`src/rtl/flb_pkg.sv`:
```
package flb_pkg;
   // Ranked buffer states; the encoding follows the rank.
   typedef enum logic [2:0] {
      BS_INVALID   = 3'd0,
      BS_USED      = 3'd1,
      BS_VALID     = 3'd2,
      BS_PREF      = 3'd3,
      BS_BUSY_RD   = 3'd4,
      BS_BUSY_FILL = 3'd5
   } bstate_e;
endpackage

```
`src/rtl/flb_tag_cmp.sv`:
```
module flb_tag_cmp #(
   parameter int NBUF = 4,
   parameter int TW   = 20,
   localparam int IW  = $clog2(NBUF)
) (
   input  logic                 en,
   input  logic [TW-1:0]        look_tag,
   input  logic [TW-1:0]        next_tag,
   input  logic [TW-1:0]        tag_q [NBUF],
   input  flb_pkg::bstate_e     st_q  [NBUF],
   output logic [NBUF-1:0]      hit_vec,
   output logic                 hit_any,
   output logic [IW-1:0]        hit_idx,
   output logic                 next_held
);
   import flb_pkg::*;

   logic [NBUF-1:0] held_vec;

   for (genvar g = 0; g < NBUF; g++) begin : g_cmp
      assign hit_vec[g]  = en && (tag_q[g] == look_tag) &&
                           (st_q[g] != BS_INVALID) && (st_q[g] != BS_BUSY_FILL);
      assign held_vec[g] = (tag_q[g] == next_tag) && (st_q[g] != BS_INVALID);
   end

   assign hit_any   = |hit_vec;
   assign next_held = |held_vec;

   always_comb begin
      hit_idx = '0;
      for (int j = 0; j < NBUF; j++)
         if (hit_vec[j]) hit_idx = IW'(j);
   end
endmodule

```
`src/rtl/flb_pick.sv`:
```
module flb_pick #(
   parameter int NBUF = 4,
   localparam int IW  = $clog2(NBUF)
) (
   input  flb_pkg::bstate_e     st_q [NBUF],
   input  logic [IW-1:0]        lru_idx,
   output logic [IW-1:0]        victim
);
   import flb_pkg::*;

   logic [NBUF-1:0] inv_vec;

   for (genvar g = 0; g < NBUF; g++) begin : g_inv
      assign inv_vec[g] = (st_q[g] == BS_INVALID);
   end

   // Lowest-numbered empty buffer wins; otherwise the oldest one.
   always_comb begin
      victim = lru_idx;
      for (int j = NBUF - 1; j >= 0; j--)
         if (inv_vec[j]) victim = IW'(j);
   end
endmodule

```
`src/rtl/flb_lru.sv`:
```
module flb_lru #(
   parameter int NBUF = 4,
   localparam int IW  = $clog2(NBUF)
) (
   input  logic          clk,
   input  logic          rst_n,
   input  logic          ta_en,
   input  logic [IW-1:0] ta_idx,
   input  logic          tb_en,
   input  logic [IW-1:0] tb_idx,
   input  logic [IW-1:0] excl_idx,
   output logic [IW-1:0] lru_idx,
   output logic [IW-1:0] lru_excl_idx
);
   localparam logic [IW-1:0] OLDEST = IW'(NBUF - 1);
   localparam logic [IW-1:0] SECOND = IW'(NBUF - 2);

   logic [IW-1:0] age_q   [NBUF];
   logic [IW-1:0] age_mid [NBUF];
   logic [IW-1:0] age_d   [NBUF];
   logic [IW-1:0] ref_a, ref_b, excl_tgt;

   // Two ordered touches per cycle: fill completion first, then the hit.
   always_comb begin
      age_mid = age_q;
      ref_a   = age_q[ta_idx];
      if (ta_en) begin
         for (int j = 0; j < NBUF; j++)
            if (age_q[j] < ref_a) age_mid[j] = age_q[j] + 1'b1;
         age_mid[ta_idx] = '0;
      end
      age_d = age_mid;
      ref_b = age_mid[tb_idx];
      if (tb_en) begin
         for (int j = 0; j < NBUF; j++)
            if (age_mid[j] < ref_b) age_d[j] = age_mid[j] + 1'b1;
         age_d[tb_idx] = '0;
      end
   end

   for (genvar g = 0; g < NBUF; g++) begin : g_age
      always_ff @(posedge clk) begin
         if (!rst_n) age_q[g] <= IW'(g);
         else        age_q[g] <= age_d[g];
      end
   end

   always_comb begin
      lru_idx      = '0;
      lru_excl_idx = '0;
      excl_tgt     = (age_q[excl_idx] == OLDEST) ? SECOND : OLDEST;
      for (int j = 0; j < NBUF; j++) begin
         if (age_q[j] == OLDEST)   lru_idx      = IW'(j);
         if (age_q[j] == excl_tgt) lru_excl_idx = IW'(j);
      end
   end

   // the ages always form a permutation of 0..NBUF-1.
   logic [NBUF-1:0] age_seen;
   always_comb begin
      age_seen = '0;
      for (int v = 0; v < NBUF; v++)
         for (int j = 0; j < NBUF; j++)
            if (age_q[j] == IW'(v)) age_seen[v] = 1'b1;
   end

   p_age_perm_r4: assert property (@(posedge clk) disable iff (!rst_n) &age_seen)
      else $error("age ranking lost its permutation");
endmodule

```
`src/rtl/line_buf_alloc.sv`:
```
module line_buf_alloc #(
   parameter int NBUF      = 4,
   parameter int LINE_AW   = 20,
   parameter int LINE_BITS = 128,
   parameter int NMST      = 4,
   parameter int PFL_W     = 3,
   localparam int IW       = $clog2(NBUF),
   localparam int MW       = $clog2(NMST)
) (
   input  logic                 clk,
   input  logic                 rst_n,
   input  logic                 cfg_buf_en,
   input  logic [PFL_W-1:0]     cfg_pf_limit,
   input  logic                 cfg_ipf_en,
   input  logic                 cfg_dpf_en,
   input  logic [NMST-1:0]      cfg_mst_pf_en,
   input  logic                 lk_valid,
   input  logic [LINE_AW-1:0]   lk_line,
   input  logic                 lk_instr,
   input  logic                 lk_burst,
   input  logic                 lk_write,
   input  logic [MW-1:0]        lk_mst,
   output logic                 lk_hit,
   output logic                 lk_miss,
   output logic [LINE_BITS-1:0] lk_data,
   output logic                 fill_req,
   output logic [LINE_AW-1:0]   fill_line,
   output logic [IW-1:0]        fill_buf,
   output logic                 fill_pf,
   input  logic                 fill_done,
   input  logic [LINE_BITS-1:0] fill_data
);
   import flb_pkg::*;

   // Elaboration-time parameter checks
   if (NBUF < 2 || (NBUF & (NBUF - 1)) != 0) begin : g_bad_nbuf
      $error("NBUF must be a power of two of at least 2");
   end
   if (NMST < 2 || (NMST & (NMST - 1)) != 0) begin : g_bad_nmst
      $error("NMST must be a power of two of at least 2");
   end
   if (LINE_BITS < 8 || (LINE_BITS % 8) != 0) begin : g_bad_line
      $error("LINE_BITS must be a whole number of bytes");
   end
   if (LINE_AW < 2 || PFL_W < 1) begin : g_bad_widths
      $error("LINE_AW and PFL_W too small");
   end

   bstate_e              st_q   [NBUF];
   logic [LINE_AW-1:0]   tag_q  [NBUF];
   logic [LINE_BITS-1:0] data_q [NBUF];

   logic                 fill_req_q, fill_pf_q, pend_burst_q;
   logic [LINE_AW-1:0]   fill_line_q;
   logic [IW-1:0]        fill_buf_q;

   logic [LINE_AW-1:0]   next_line;
   logic [NBUF-1:0]      hit_vec;
   logic                 hit_any, next_held;
   logic [IW-1:0]        hit_idx, lru_idx, lru_excl_idx, miss_victim;

   assign next_line = lk_line + 1'b1;

   flb_tag_cmp #(.NBUF(NBUF), .TW(LINE_AW)) u_cmp (
      .en        (cfg_buf_en),
      .look_tag  (lk_line),
      .next_tag  (next_line),
      .tag_q     (tag_q),
      .st_q      (st_q),
      .hit_vec   (hit_vec),
      .hit_any   (hit_any),
      .hit_idx   (hit_idx),
      .next_held (next_held)
   );

   // Access decode and gating
   logic rd_ok, rd_hit, type_pf_en, pf_go, miss_go, done_go, loaded, loaded_miss;

   assign lk_hit     = lk_valid && hit_any;
   assign lk_miss    = lk_valid && !hit_any;
   assign lk_data    = lk_hit ? data_q[hit_idx] : '0;

   assign rd_ok      = lk_valid && !lk_write;
   assign rd_hit     = rd_ok && hit_any;
   assign type_pf_en = lk_instr ? cfg_ipf_en : cfg_dpf_en;
   assign pf_go      = rd_hit && cfg_buf_en && (|cfg_pf_limit) && cfg_mst_pf_en[lk_mst] &&
                       type_pf_en && !fill_req_q && !next_held;
   assign miss_go    = rd_ok && !hit_any && cfg_buf_en && !fill_req_q;
   assign done_go    = fill_req_q && fill_done;
   assign loaded     = done_go && cfg_buf_en && (st_q[fill_buf_q] == BS_BUSY_FILL);
   assign loaded_miss = loaded && !fill_pf_q;

   flb_lru #(.NBUF(NBUF)) u_lru (
      .clk          (clk),
      .rst_n        (rst_n),
      .ta_en        (loaded_miss),
      .ta_idx       (fill_buf_q),
      .tb_en        (rd_hit),
      .tb_idx       (hit_idx),
      .excl_idx     (hit_idx),
      .lru_idx      (lru_idx),
      .lru_excl_idx (lru_excl_idx)
   );

   flb_pick #(.NBUF(NBUF)) u_pick (
      .st_q    (st_q),
      .lru_idx (lru_idx),
      .victim  (miss_victim)
   );

   logic [IW-1:0]      alloc_idx;
   logic [LINE_AW-1:0] alloc_line;
   logic               alloc_go;

   assign alloc_go   = pf_go || miss_go;
   assign alloc_idx  = pf_go ? lru_excl_idx : miss_victim;
   assign alloc_line = pf_go ? next_line : lk_line;

   // Per-buffer state, tag and data
   for (genvar g = 0; g < NBUF; g++) begin : g_buf
      logic done_here, alloc_here, hit_here;
      assign done_here  = loaded && (fill_buf_q == IW'(g));
      assign alloc_here = alloc_go && (alloc_idx == IW'(g));
      assign hit_here   = rd_hit && (hit_idx == IW'(g));

      always_ff @(posedge clk) begin
         if (!rst_n) begin
            st_q[g]  <= BS_INVALID;
            tag_q[g] <= '0;
         end else if (!cfg_buf_en) begin
            st_q[g]  <= BS_INVALID;
         end else if (done_here) begin
            if (fill_pf_q)         st_q[g] <= BS_PREF;
            else if (pend_burst_q) st_q[g] <= BS_USED;
            else                   st_q[g] <= BS_VALID;
         end else if (alloc_here) begin
            st_q[g]  <= BS_BUSY_FILL;
            tag_q[g] <= alloc_line;
         end else if (hit_here) begin
            st_q[g]  <= lk_burst ? BS_BUSY_RD : BS_VALID;
         end else if (st_q[g] == BS_BUSY_RD) begin
            st_q[g]  <= BS_USED;
         end
      end

      always_ff @(posedge clk) begin
         if (done_here) data_q[g] <= fill_data;
      end
   end

   // Single outstanding fill request
   always_ff @(posedge clk) begin
      if (!rst_n) begin
         fill_req_q   <= 1'b0;
         fill_pf_q    <= 1'b0;
         pend_burst_q <= 1'b0;
         fill_line_q  <= '0;
         fill_buf_q   <= '0;
      end else if (done_go) begin
         fill_req_q   <= 1'b0;
      end else if (alloc_go) begin
         fill_req_q   <= 1'b1;
         fill_pf_q    <= pf_go;
         pend_burst_q <= lk_burst;
         fill_line_q  <= alloc_line;
         fill_buf_q   <= alloc_idx;
      end
   end

   assign fill_req  = fill_req_q;
   assign fill_line = fill_line_q;
   assign fill_buf  = fill_buf_q;
   assign fill_pf   = fill_pf_q;

   // Assertions
   logic [NBUF-1:0] filling_vec;
   for (genvar g = 0; g < NBUF; g++) begin : g_fv
      assign filling_vec[g] = (st_q[g] == BS_BUSY_FILL);
   end

   p_hit_single_r2: assert property (@(posedge clk) disable iff (!rst_n) $onehot0(hit_vec))
      else $error("more than one buffer hit");

   p_fill_hold_r10: assert property (@(posedge clk) disable iff (!rst_n)
      fill_req && !fill_done |=> fill_req && $stable(fill_line) && $stable(fill_buf) && $stable(fill_pf))
      else $error("fill request changed before completion");

   p_one_filling_r10: assert property (@(posedge clk) disable iff (!rst_n)
      $countones(filling_vec) <= 1)
      else $error("more than one buffer filling");

   p_write_quiet_r9: assert property (@(posedge clk) disable iff (!rst_n)
      lk_valid && lk_write && !fill_req |=> !fill_req)
      else $error("write started a fill");

   p_off_nohit_r11: assert property (@(posedge clk) disable iff (!rst_n)
      !cfg_buf_en |-> !lk_hit)
      else $error("hit while buffers disabled");

   p_pf_gate_r8: assert property (@(posedge clk) disable iff (!rst_n)
      $rose(fill_req) && fill_pf |-> $past(|cfg_pf_limit) && $past(cfg_buf_en) && $past(lk_hit))
      else $error("prefetch started without its gates");
endmodule

```
`config.mk`:
```
export PLATFORM = sky130hd
export DESIGN_NAME = line_buf_alloc
export DESIGN_NICKNAME = d
export VERILOG_FILES = /design/src/rtl/flb_pkg.sv /design/src/rtl/flb_tag_cmp.sv /design/src/rtl/flb_pick.sv /design/src/rtl/flb_lru.sv /design/src/rtl/line_buf_alloc.sv
export SDC_FILE = /design/constraint.sdc
export NUM_CORES = 1
export LEC_CHECK = 0
export ABC_AREA = 1
export BUFFER_PORTS_ARGS = -buffer_cell sky130_fd_sc_hd__buf_2
export CORE_MARGIN = 2
export CORE_UTILIZATION = 64
export DETAILED_ROUTE_END_ITERATION = 12
export PLACE_DENSITY = 0.91
export SYNTH_ARGS = -nofsm -noshare
export SYNTH_HDL_FRONTEND = slang
export SYNTH_SLANG_ARGS = --single-unit
```
`constraint.sdc`:
```
create_clock -name clk -period 15.3 [get_ports clk]
set_input_delay 1.53 -clock clk [delete_from_list [all_inputs] [get_ports clk]]
set_output_delay 1.53 -clock clk [all_outputs]
set_load 0.05 [all_outputs]
```
==> flow_metrics.tcl <==
set metrics [dict create \
    status "finished, final reports clean" \
    cts.repair.resized 0 \
    fin_worst_skew_ns 0.0240 \
    holdPathStages 2 \
    final.min_clock_period_ns 7.31 \
    reg2reg_from "tag_q[56]" \
    highest_count_cells_in_the_layout_ignoring_fill_and_taps "1154 x sky130_fd_sc_hd__nand2_1, 512 x sky130_fd_sc_hd__edfxtp_1, 349 x sky130_fd_sc_hd__inv_1" \
    synth_simple_gate_area_share_pct 25.0 \
    route.detailed.vias_per_inst 6.01 \
    finish.instance_area_sq_mm 0.0331 \
    postSynth.asyncResetShare_pct 0 \
    track_usage_pct 37.4 \
    port_buffers 320 \
    syn_area_per_cell_sq_um 9.19 \
    floorplan.die.width_um 217 \
    timing.final.hold_violations 0 \
    clkTransAtPathRegs_ns 0.06 \
    floorplan.rows 78 \
    vdd.ir_drop.worst_v 0.000106 \
    timing.critical_path.arrival_ns 5.78 \
    reg2reg_to "tag_q[41]" \
    tightestPinTransition_ns 1.06 \
    worst_hold_startpoint "fill_line[1]" \
    post_synth_instance_area_sq_mm 0.0291 \
    layout-drive-gt1-share_pct 13.9 \
    placedInstanceArea_sq_mm 0.0311 \
    number_of_buffers_created_by_cts 61 \
    area_growth_pct 13.7 \
    post-dp-hpwl_um 56800 \
    clockBufferDepth 3 \
    drv.max_cap_violation_count 0 \
    finalWorstSetupSlack_ns 7.99 \
    synth.ff_latch_count 637 \
    dp.cells 3987 \
    synth_top_family_by_area "simple AND/OR/NAND/NOR gates" \
    synth_mux_area_share_pct 0.0344 \
    drt_iter0_markers 3557 \
    synth-compound-area-share_pct 5.27 \
    first_global_vias 23310 \
    antenna_found_initial 15 \
    floorplan.io_pins 321 \
    synth-main-ff-cell "sky130_fd_sc_hd__edfxtp_1" \
    grt_first_pass_wirelength_um 134000 \
    synth-edff-count 512 \
    worstPathRequired_ns 13.77 \
    yosys_warnings 0 \
    timing.final.setup_violations 0 \
    nNetsFinal 3629 \
    path_max_fanout 83 \
    finish.cell_count_without_fillers 4114 \
    num_vias 24740 \
    post-route-drc-count 0 \
    root_buffer "sky130_fd_sc_hd__clkbuf_16" \
    setup.reg_to_reg.worst_slack_ns 10.10 \
    cts.sinks 637 \
    endpoint_kind "output port" \
    p_leak_nw 14.0 \
    cts_setup_buffers 0 \
    slew_viol_final 0 \
    clk_latency_ns 0.65 \
    power.density_mw_per_mm2 107 \
    mappedNetlistNets 3349 \
    routed_wire_length_per_instance_um 21.8 \
    synth_xor_area_share_pct 1.29 \
    drt-pass1-iter-count 6 \
    post_synth_inst_count 3170 \
    finalWeightedCongestion 1.05 \
    dpl_worst_slack_ns 8.18 \
    min_period_over_period_pct 47.8 \
    worstSetupPathType "input port to output port" \
    timing.hold.worst.class "flop to flop" \
    cts_hold_repair.buffers 0 \
    initial_utilization_pct 64.5 \
    final.fill_count 2964 \
    tns_ns 0 \
    layout_commonest_cell "sky130_fd_sc_hd__nand2_1" \
    die_h_um 217 \
    grt_overflow_total 0 \
    ant_nets 0 \
    grt_setup_unrepaired "no" \
    start_kind "input port" \
    htree_num_levels 2 \
    tritoncts "yes" \
    totalWireLength_um 89800 \
    floorplan.core_area_sq_mm 0.0452 \
    synth-seq-area-share_pct 61.4 \
    ys_types 51 \
    pin_count_of_the_biggest_net_entering_global_routing 84 \
    ff2ff_path_depth 19 \
    fmax_mhz 137 \
    worst_hold_path.endpoint "fill_line[1]" \
    dieArea_sq_mm 0.0472 \
    synth-adder-area-share_pct 0.515 \
    max_slew_margin_pct 29.5 \
]
-- routing by layer --
layer	GRT usage [%]	share of wire (%)
met1	47.3	36
met2	62.1	49
met3	7.49	11
met4	17.5	4.8
met5	0	0.072
-- cells by family after synthesis --
kind of cell | after synthesis
simple gates | 1708
xor+xnor | 43
compound gates | 286
buf+inv | 483
mux | 1
fa+ha+maj | 12
flops | 637
-- cell usage after synthesis, types with 2 or more instances --
| master | n | share of area (%) |
|---|---|---|
| sky130_fd_sc_hd__a221oi_1 | 3 | 0.090 |
| sky130_fd_sc_hd__inv_2 | 9 | 0.12 |
| sky130_fd_sc_hd__nand4_1 | 180 | 3.9 |
| sky130_fd_sc_hd__o211ai_1 | 4 | 0.10 |
| sky130_fd_sc_hd__nor3_1 | 25 | 0.43 |
| sky130_fd_sc_hd__ha_1 | 12 | 0.52 |
| sky130_fd_sc_hd__nand2_4 | 3 | 0.12 |
| sky130_fd_sc_hd__nor2_1 | 182 | 2.3 |
| sky130_fd_sc_hd__xor2_1 | 32 | 0.96 |
| sky130_fd_sc_hd__o21ai_1 | 43 | 0.74 |
| sky130_fd_sc_hd__nand3_2 | 6 | 0.21 |
| sky130_fd_sc_hd__nand2_2 | 15 | 0.32 |
| sky130_fd_sc_hd__clkbuf_2 | 3 | 0.052 |
| sky130_fd_sc_hd__nor4_1 | 14 | 0.30 |
| sky130_fd_sc_hd__clkbuf_1 | 82 | 1.1 |
| sky130_fd_sc_hd__a21oi_1 | 118 | 2.0 |
| sky130_fd_sc_hd__o21ai_0 | 91 | 1.6 |
| sky130_fd_sc_hd__xnor2_1 | 11 | 0.33 |
| sky130_fd_sc_hd__buf_4 | 6 | 0.15 |
| sky130_fd_sc_hd__nor3b_1 | 3 | 0.077 |
| sky130_fd_sc_hd__buf_1 | 2 | 0.026 |
| sky130_fd_sc_hd__buf_6 | 3 | 0.12 |
| sky130_fd_sc_hd__inv_1 | 351 | 4.5 |
| sky130_fd_sc_hd__a211oi_1 | 2 | 0.052 |
| sky130_fd_sc_hd__dfxtp_1 | 125 | 8.6 |
| sky130_fd_sc_hd__nor2_4 | 5 | 0.19 |
| sky130_fd_sc_hd__o2111ai_1 | 3 | 0.090 |
| sky130_fd_sc_hd__nand3_1 | 99 | 1.7 |
| sky130_fd_sc_hd__nand3b_1 | 10 | 0.26 |
| sky130_fd_sc_hd__nor2_2 | 7 | 0.15 |
| sky130_fd_sc_hd__buf_2 | 24 | 0.41 |
| sky130_fd_sc_hd__o21bai_1 | 7 | 0.18 |
| sky130_fd_sc_hd__a2111oi_0 | 2 | 0.060 |
| sky130_fd_sc_hd__edfxtp_1 | 512 | 53 |
| sky130_fd_sc_hd__o22ai_1 | 7 | 0.15 |
| sky130_fd_sc_hd__nand2_1 | 1154 | 15 |
-- worst max path at each step --
stage / startpoint / to / depth (start not counted)
2_1_floorplan: cfg_buf_en / u_lru.age_q[4] / 18
3_3_place_gp: lk_line[8] / lk_data[101] / 17
3_5_place_dp: lk_line[8] / lk_data[105] / 17
4_1_cts: lk_line[8] / lk_data[76] / 17
5_1_grt: lk_line[10] / lk_data[76] / 17
6_report: lk_line[8] / lk_data[79] / 17
-- per-stage QoR --
| stage | power [mW] | util, % | hold slack (ns) |
|---|---|---|---|
| after CTS | 3.54 | 73.3 | 0.463 |
| final | 3.55 | 73.3 | 0.468 |
| after global routing | 3.62 | 73.3 | 0.488 |
| after floorplan | 2.01 | - | 0.444 |
| after global placement | 2.08 | 68.9 | 0.450 |
| after detailed placement | 2.08 | 68.9 | 0.453 |
-- cell type report --
class                      count  area, sq um  area share (%)
sequential                   637        17900            53.9
multi-input combinational   2050         9400            28.4
timing repair buffer         337         1730            5.22
clock buffer                  76         1630            4.93
inverter                     363         1380            4.16
tap                          600          751            2.27
clock inverter                37          333            1.00
antenna                       14         35.0           0.106
-- critical path: stages --
cell	delay [ns]
sky130_fd_sc_hd__buf_2	0.16
sky130_fd_sc_hd__inv_1	0.19
sky130_fd_sc_hd__nand2_1	0.13
sky130_fd_sc_hd__nand2_1	0.17
sky130_fd_sc_hd__nor2_1	0.06
sky130_fd_sc_hd__nand2_1	0.06
sky130_fd_sc_hd__nor2_1	0.05
sky130_fd_sc_hd__nand3_1	0.43
sky130_fd_sc_hd__inv_4	0.48
sky130_fd_sc_hd__nor2_4	0.18
sky130_fd_sc_hd__buf_4	0.52
sky130_fd_sc_hd__buf_4	0.88
sky130_fd_sc_hd__nand2_1	0.18
sky130_fd_sc_hd__nand4_1	0.20
sky130_fd_sc_hd__nand2_1	0.10
sky130_fd_sc_hd__inv_1	0.09
sky130_fd_sc_hd__buf_2	0.27
-- sequential cells by signal (all words and copies together) (netlist names) --
register,count
fill_pf,1
fill_buf,2
data_q,512
pend_burst_q,1
tag_q,80
st_q,12
u_lru.age_q,8
fill_req,1
fill_line,20
-- report_power, final --
group | total [mW] | switching [mW] | internal (mW)
clock network | 1.50 | 0.667 | 0.828
registers | 1.88 | 0.00554 | 1.87
logic | 0.176 | 0.127 | 0.0488
Power figures use the tool's default switching activity.
